`config.mk`:
```
export PLATFORM = sky130hd
export DESIGN_NAME = jumbo_len_decoder
export DESIGN_NICKNAME = d
export VERILOG_FILES = /design/src/rtl/jumbo_len_decoder.sv
export SDC_FILE = /design/constraint.sdc
export NUM_CORES = 1
export LEC_CHECK = 0
export BUFFER_PORTS_ARGS = -buffer_cell sky130_fd_sc_hd__buf_2
export CORE_MARGIN = 3
export CORE_UTILIZATION = 30
export CTS_BUF_LIST = sky130_fd_sc_hd__clkbuf_16
export DETAILED_ROUTE_END_ITERATION = 7
export GPL_TIMING_DRIVEN = 1
export SETUP_SLACK_MARGIN = 0.2
export SYNTH_ARGS = -nofsm -noshare
export SYNTH_HDL_FRONTEND = slang
export SYNTH_SLANG_ARGS = --single-unit
```
`constraint.sdc`:
```
create_clock -name clk -period 9.9 [get_ports clk]
set_input_delay 0.495 -clock clk [delete_from_list [all_inputs] [get_ports clk]]
set_output_delay 0.495 -clock clk [all_outputs]
set_load 0.005 [all_outputs]
```
`src/rtl/jumbo_len_decoder.sv`:
```
module jumbo_len_decoder #(
  parameter logic [6:0] SHORT_OP = 7'h0B,
  parameter logic [6:0] LONG_OP  = 7'h2B
) (
  input  logic        clk,
  input  logic        rst_n,
  input  logic        in_valid,
  output logic        in_ready,
  input  logic [31:0] in_w0,
  input  logic [31:0] in_w1,
  input  logic [31:0] in_w2,
  input  logic [1:0]  in_cnt,
  input  logic [63:0] in_pc,
  output logic        stall,
  output logic        out_valid,
  input  logic        out_ready,
  output logic [1:0]  out_len,
  output logic [63:0] out_imm,
  output logic [63:0] out_pc,
  output logic [63:0] out_next_pc,
  output logic [63:0] out_br_tgt,
  output logic        out_illegal
);

  logic        is_short, is_long, take;
  logic [1:0]  len_d;
  logic [63:0] imm_d;
  logic [32:0] imm33;

  assign is_short = in_w0[6:0] == SHORT_OP;
  assign is_long  = in_w0[6:0] == LONG_OP;
  assign len_d    = is_long ? 2'd3 : (is_short ? 2'd2 : 2'd1);
  assign imm33    = {in_w0[31:11], in_w1[31:20]};

  always_comb begin
    case (len_d)
      2'd3:    imm_d = {in_w0[31:12], in_w1, in_w2[31:20]};
      2'd2:    imm_d = {{31{imm33[32]}}, imm33};
      default: imm_d = {{52{in_w0[31]}}, in_w0[31:20]};
    endcase
  end

  assign stall    = in_valid && (in_cnt < len_d);
  assign in_ready = (!out_valid || out_ready) && !stall;
  assign take     = in_valid && in_ready;

  always_ff @(posedge clk) begin
    if (!rst_n)         out_valid <= 1'b0;
    else if (take)      out_valid <= 1'b1;
    else if (out_ready) out_valid <= 1'b0;
  end

  always_ff @(posedge clk) begin
    if (take) begin
      out_len     <= len_d;
      out_imm     <= imm_d;
      out_pc      <= in_pc;
      out_next_pc <= in_pc + {60'd0, len_d, 2'b00};
      out_br_tgt  <= in_pc + imm_d;
      out_illegal <= is_short && (in_w1[6:0] == SHORT_OP);
    end
  end

  p_len_nonzero_r1: assert property (@(posedge clk) disable iff (!rst_n)
    out_valid |-> out_len != 2'd0);

  p_sext_short_r2: assert property (@(posedge clk) disable iff (!rst_n)
    (out_valid && out_len == 2'd1) |->
      ($countones(out_imm[63:11]) == 0 || $countones(out_imm[63:11]) == 53));

  p_step_r5: assert property (@(posedge clk) disable iff (!rst_n)
    out_valid |-> (out_next_pc - out_pc) == {60'd0, out_len, 2'b00});

  p_tgt_base_r6: assert property (@(posedge clk) disable iff (!rst_n)
    out_valid |-> out_br_tgt == out_pc + out_imm);

  p_stall_blocks_r8: assert property (@(posedge clk) disable iff (!rst_n)
    stall |-> !in_ready);

  p_hold_r9: assert property (@(posedge clk) disable iff (!rst_n)
    (out_valid && !out_ready) |=> (out_valid && $stable(out_imm) &&
      $stable(out_pc) && $stable(out_len) && $stable(out_illegal)));

endmodule

```
Word-level counts from Yosys, hierarchy flattened --
Index checks and enable logic that the tools add are counted. Widths: inputs -> output; s select.
Word-level totals: register bits after elaboration 260, input bits 166, output and inout port bits 262, word-level logic and storage cells 28
Cells by class: add/sub/neg operators 2, magnitude comparators 1, eq/ne operators 5, muxes and demuxes 5, reduce and logical (&&, ||, !) cells 8
Operator list (count):
- $pmux 63 s2 | 1
- $add 64x4->64 | 1
- $add 64x64->64 | 1
- $eq 7x4->1 const B | 2
- $eq 7x6->1 const B | 1
- $eq 2x2->1 const B | 2
- $logic_and 1x1->1 | 4
- $mux 2 | 2
- $logic_not 1->1 | 2
- $lt 2x2->1 | 1
- $mux 1 | 2
- $reduce_bool 2->1 | 1
- $logic_or 1x1->1 | 1

Logic depth before layout (Yosys ltp) --
depth in word-level cells 9, gate-level depth with buffers 19, depth with buffers taken out 16

Worst setup path after synthesis --
OpenSTA, ideal clock, no wires.
path kind in2reg, start point input in_w0[4], end point register out_br_tgt[0] (enable), setup time 0.652 ns, arrival time 7.716 ns, data required time 9.248 ns, slack 1.532 ns, stages on the path 9, buffers on the path 1, cell sequence nor4b_1 and3_1 clkbuf_1 inv_1 ha_1 o21ai_0 and3b_1 nor2_1 and2_1
On the way: cells in the longest elaborated chain, start to end 8, elaborated cells on any way between the ends 9, those cells by class 1 x order compare; 2 x eq/ne; 2 x mux; 4 x reduce/logical
Ends and longest elaborated chain:
- start, declared | RTL line 9 | input logic [31:0] in_w0,
- $eq 7x4->1 | RTL line 30 | assign is_short = in_w0[6:0] == SHORT_OP;
- $mux 2 | RTL line 32 | assign len_d = is_long ? 2'd3 : (is_short ? 2'd2 : 2'd1);
- $mux 2 * | RTL line 32
- $lt 2x2->1 * | RTL line 43 | assign stall = in_valid && (in_cnt < len_d);
- $logic_and 1x1->1 * | RTL line 43
- net stall | RTL line 14 | output logic stall,
- $logic_not 1->1 * | RTL line 44 | assign in_ready = (!out_valid || out_ready) && !stall;
- $logic_and 1x1->1 * | RTL line 44
- net in_ready | RTL line 8 | output logic in_ready,
- $logic_and 1x1->1 * | RTL line 45 | assign take = in_valid && in_ready;
- net take | RTL line 25 | logic is_short, is_long, take;
- end signal, assigned | RTL line 59 | out_br_tgt <= in_pc + imm_d;
- end, declared | RTL line 21 | output logic [63:0] out_br_tgt,
The timed path passes the listed nets; every way through them passes the cells marked *. A chain may end at the register's enable or synchronous reset.

Worst setup path in the final report --
start point input in_w0[4], end point register out_br_tgt[63], data pin
On the way: cells in the longest elaborated chain, start to end 6, elaborated cells on any way between the ends 8, those cells by class 1 x add/sub; 4 x eq/ne; 3 x mux
Ends and longest elaborated chain:
- $eq 7x4->1 | RTL line 30
- $mux 2 | RTL line 32
- $mux 2 * | RTL line 32
- $eq 2x2->1 | RTL line 36 | case (len_d)
- $pmux 63 s2 * | RTL line 36
- net imm_d[18] | RTL line 27 | logic [63:0] imm_d;
- $add 64x64->64 * | RTL line 59
Marked as above.

==> flow_metrics.env <==
export IMPL_status="completed"
export IMPL_synth_area_leader_cell="sky130_fd_sc_hd__edfxtp_1"
export IMPL_worst_setup_path_start_kind="input port"
export IMPL_worst_path_max_delay_cell="sky130_fd_sc_hd__and3_2"
export IMPL_clock_power_share=0.365
export IMPL_fillers=4378
export IMPL_tightest_slew_margin_relative_to_the_limit=0.338
export IMPL_routed_wirelength_um=49900
export IMPL_rsz0062_at_grt="false"
export IMPL_synth_ff_type="sky130_fd_sc_hd__edfxtp_1"
export IMPL_cts_tree="built"
export IMPL_htree_levels=1
export IMPL_gp_congestion=0.948
export IMPL_synth_area_leaders="sky130_fd_sc_hd__edfxtp_1 57%, sky130_fd_sc_hd__ha_1 6.1%, sky130_fd_sc_hd__xnor2_1 5.6%"
export IMPL_swShare=0.278
export IMPL_num_nets_final=1771
export IMPL_floorplan_io_pins=428
export IMPL_dieWidth_um=219
export IMPL_crit_path_max_incr_delay_ps=680
export IMPL_synth_seq_area_share=0.569
export IMPL_dominant_cell_by_count_in_the_synthesized_netlist="sky130_fd_sc_hd__edfxtp_1"
export IMPL_routedWlPerCell_um=23.1
export IMPL_timing_hold_violations_final=0
export IMPL_fmax_mhz=199
export IMPL_grt_total_usage=0.199
export IMPL_overflow=0
export IMPL_worst_path_max_fanout=44
export IMPL_worst_r2r_setup_slack_ps=7430
export IMPL_final_period_utilization=0.508
export IMPL_crit_chain="buf_2 -> nor4b_1 -> and3_2 -> buf_4 -> a21oi_1 -> ha_1 -> a21oi_1 -> o21ai_0 -> a211oi_1 -> o211ai_1 -> o21ai_0 -> o21ai_1 -> a311oi_1 -> o21ai_0 -> xnor2_1"
export IMPL_antenna_found_initial=9
export IMPL_cts_hold_buf=0
export IMPL_synth_cells=1136
export IMPL_final_setup_tns_ps=0
export IMPL_viasPerCell=5.16
export IMPL_fp_dieH_um=219
export IMPL_synth_enable_flop_cells=257
export IMPL_async_flop_share=0
export IMPL_synthesis_area_per_instance_um2=12.0
export IMPL_number_of_detailed_route_iterations_in_the_first_pass=5
export IMPL_placement_rows=77
export IMPL_clock_skew_final_ps=15.3
export IMPL_timing_max_transition_violations_final=0
export IMPL_worst_slew_pin_slew_ps=993
export IMPL_place_port_buffers=403
export IMPL_drive_above_1_share=0.323
export IMPL_cts_made_buffers=31
export IMPL_internal_power_mw=2.18
export IMPL_hold_path_class="in2reg"
export IMPL_design_core_area_mm2=0.0445
export IMPL_cts_resized=0
export IMPL_timing_final_setup_violations=0
export IMPL_syn_area_mm2=0.0136
export IMPL_initial_core_util=0.306
export IMPL_clk_path_buf_depth=3
export IMPL_post_synth_top_area_fraction=0.567
export IMPL_number_of_global_route_vias_before_repair=10600
export IMPL_criticalPathCategory="in2reg"
export IMPL_numClockSinks=258
export IMPL_fin_cells=2160
export IMPL_total_leakage_power_nw=7.00
export IMPL_dp_cells=2096
export IMPL_floorplan_die_area_mm2=0.0479
export IMPL_worstRegToRegCells=4
export IMPL_worstSetupEndpointType="register"
export IMPL_drt_iter0_markers=929
export IMPL_power_switching_mw=0.836
export IMPL_detail_route_antenna_nets=0
export IMPL_dpl_hpwl_um=39100
export IMPL_synth_seq_cells=258
export IMPL_worstSetupEndpoint="out_br_tgt[63]$_DFFE_PP_"
export IMPL_maximum_number_of_pins_on_one_net_before_global_route_repair=145
export IMPL_post_cts_buffers=0
export IMPL_startpoint="in_w0[4]"
export IMPL_r2r_end="out_next_pc[27]$_DFFE_PP_"
export IMPL_power_per_cell_area_mw_per_mm2=174
export IMPL_synthTopCellsByCount="257 x sky130_fd_sc_hd__edfxtp_1, 114 x sky130_fd_sc_hd__a21oi_1, 92 x sky130_fd_sc_hd__nand2_1"
export IMPL_detail_route_drc_violations=0
export IMPL_cpMostUsedCell="sky130_fd_sc_hd__o21ai_0"
export IMPL_yosysWarningCount=0
export IMPL_final_period_minus_worst_setup_slack_ps=5030
export IMPL_comb_power_share=0.189
export IMPL_seq_power_share=0.446
export IMPL_synth_cell_types=66
export IMPL_cts_root_buffer_cell="sky130_fd_sc_hd__clkbuf_16"
export IMPL_timing_max_cap_violations=0
export IMPL_grt_first_pass_wirelength_um=70900
export IMPL_route_vias_total=11200
export IMPL_insertion_delay_ps=570
export IMPL_path_clk_slew_ps=60
export IMPL_timing_critical_path_arrival_ps=5340
export IMPL_min_from="in_pc[0]"
export IMPL_worst_ir_drop_vdd_uv=130
export IMPL_worstPathRequired_ps=10210
export IMPL_synth_fp_nets=1370
export IMPL_crit_reg2reg_launch="out_valid$_SDFFE_PN0P_"
export IMPL_synthToLayoutAreaGrowth_pct=26.9
==> power by group through the flow <==
| stage | combinational, mW | sequential (mW) | clock (mW) |
|---|---|---|---|
| after floorplan | 0.286 | 1.39 | 0 |
| after global placement | 0.562 | 1.36 | 0 |
| final | 0.569 | 1.34 | 1.10 |
| after global routing | 0.621 | 1.35 | 1.18 |
| after CTS | 0.569 | 1.34 | 1.13 |
| after detailed placement | 0.564 | 1.37 | 0 |
==> flip-flops by register name, indices dropped and copies added (netlist names) <==
name and count:
out_imm 64, out_valid 1, out_pc 64, out_next_pc 62
out_br_tgt 64, out_illegal 1, out_len 2
==> layout make-up <==
type,instances,area [µm²],area share
sequential,258,7740,0.448
multi-input combinational,808,5600,0.324
timing repair buffer,410,2080,0.121
clock buffer,31,776,0.0450
tap,592,741,0.0429
clock inverter,24,196,0.0114
inverter,28,105,0.00609
antenna,9,22.5,0.00131
==> how the worst min path moves through the flow <==
stage	end	slack, ps	cells past startpoint
floorplan	out_imm[63]$_DFFE_PP_	590	0
global placement	out_valid$_SDFFE_PN0P_	620	2
detailed placement	out_valid$_SDFFE_PN0P_	630	2
CTS	out_pc[0]$_DFFE_PP_	100	1
global route	out_pc[0]$_DFFE_PP_	110	1
finish	out_pc[0]$_DFFE_PP_	130	1
==> critical path: cells and delay by family <==
kind	cells	cell delay, ps
AOI/OAI and AO/OA	9	2630
xor gates and xnor gates	1	150
adders and majority gates	1	430
buffers and inverters	2	670
and+or+nand+nor	2	940
==> per-stage QoR <==
step           worst slack (ps)  total power [mW]  hold WS [ps]  instance area, µm²  utilization
2_1_floorplan              1530              1.68           594               13600            -
3_5_place_dp               4390              1.93           634               16300        0.365
6_report                   4870              3.01           132               17300        0.388
5_1_grt                    4420              3.15           107               17300        0.388
4_1_cts                    4960              3.04           101               17200        0.387
3_3_place_gp               4420              1.93           622               16300        0.365
==> routing by layer <==
layer	GRT usage	part of all wire	vias up	wire (µm)
met5	0	0	-	0
li1	-	-	5128	-
met4	0.0899	0.041	0	2040
met3	0.0414	0.074	104	3710
met1	0.258	0.42	5414	20900
met2	0.321	0.47	504	23200
==> cell families (layout without fill, tap and decap cells) <==
group | after synthesis | after routing | synth area share
AOI/OAI and AO/OA | 293 | 293 | 0.137
buffers and inverters | 70 | 493 | 0.0201
and+or+nand+nor | 294 | 294 | 0.108
adders and majority gates | 68 | 68 | 0.0637
muxes | 33 | 33 | 0.0243
other | 0 | 9 | 0
xor gates and xnor gates | 120 | 120 | 0.0773
DFF | 258 | 258 | 0.569
==> cells in the final DEF, fill, tap and decap left out, drive strengths merged, types with 7 or more instances in the layout <==
master and instances:
xnor2 87, nand3 33, clkbuf 31, nand4 29
and3 17, o211ai 7, nor3 12, diode 9
inv 36, xor2 33, nor2 71, mux2i 33
ha 66, a31o 33, edfxtp 257, a21o 23
clkinv 11, a21oi 114, a211oi 7, nor2b 8
buf 410, nand2 92, a31oi 8, o21a 7
o21ai 42, o21bai 22
Power figures use the tool's default switching activity.
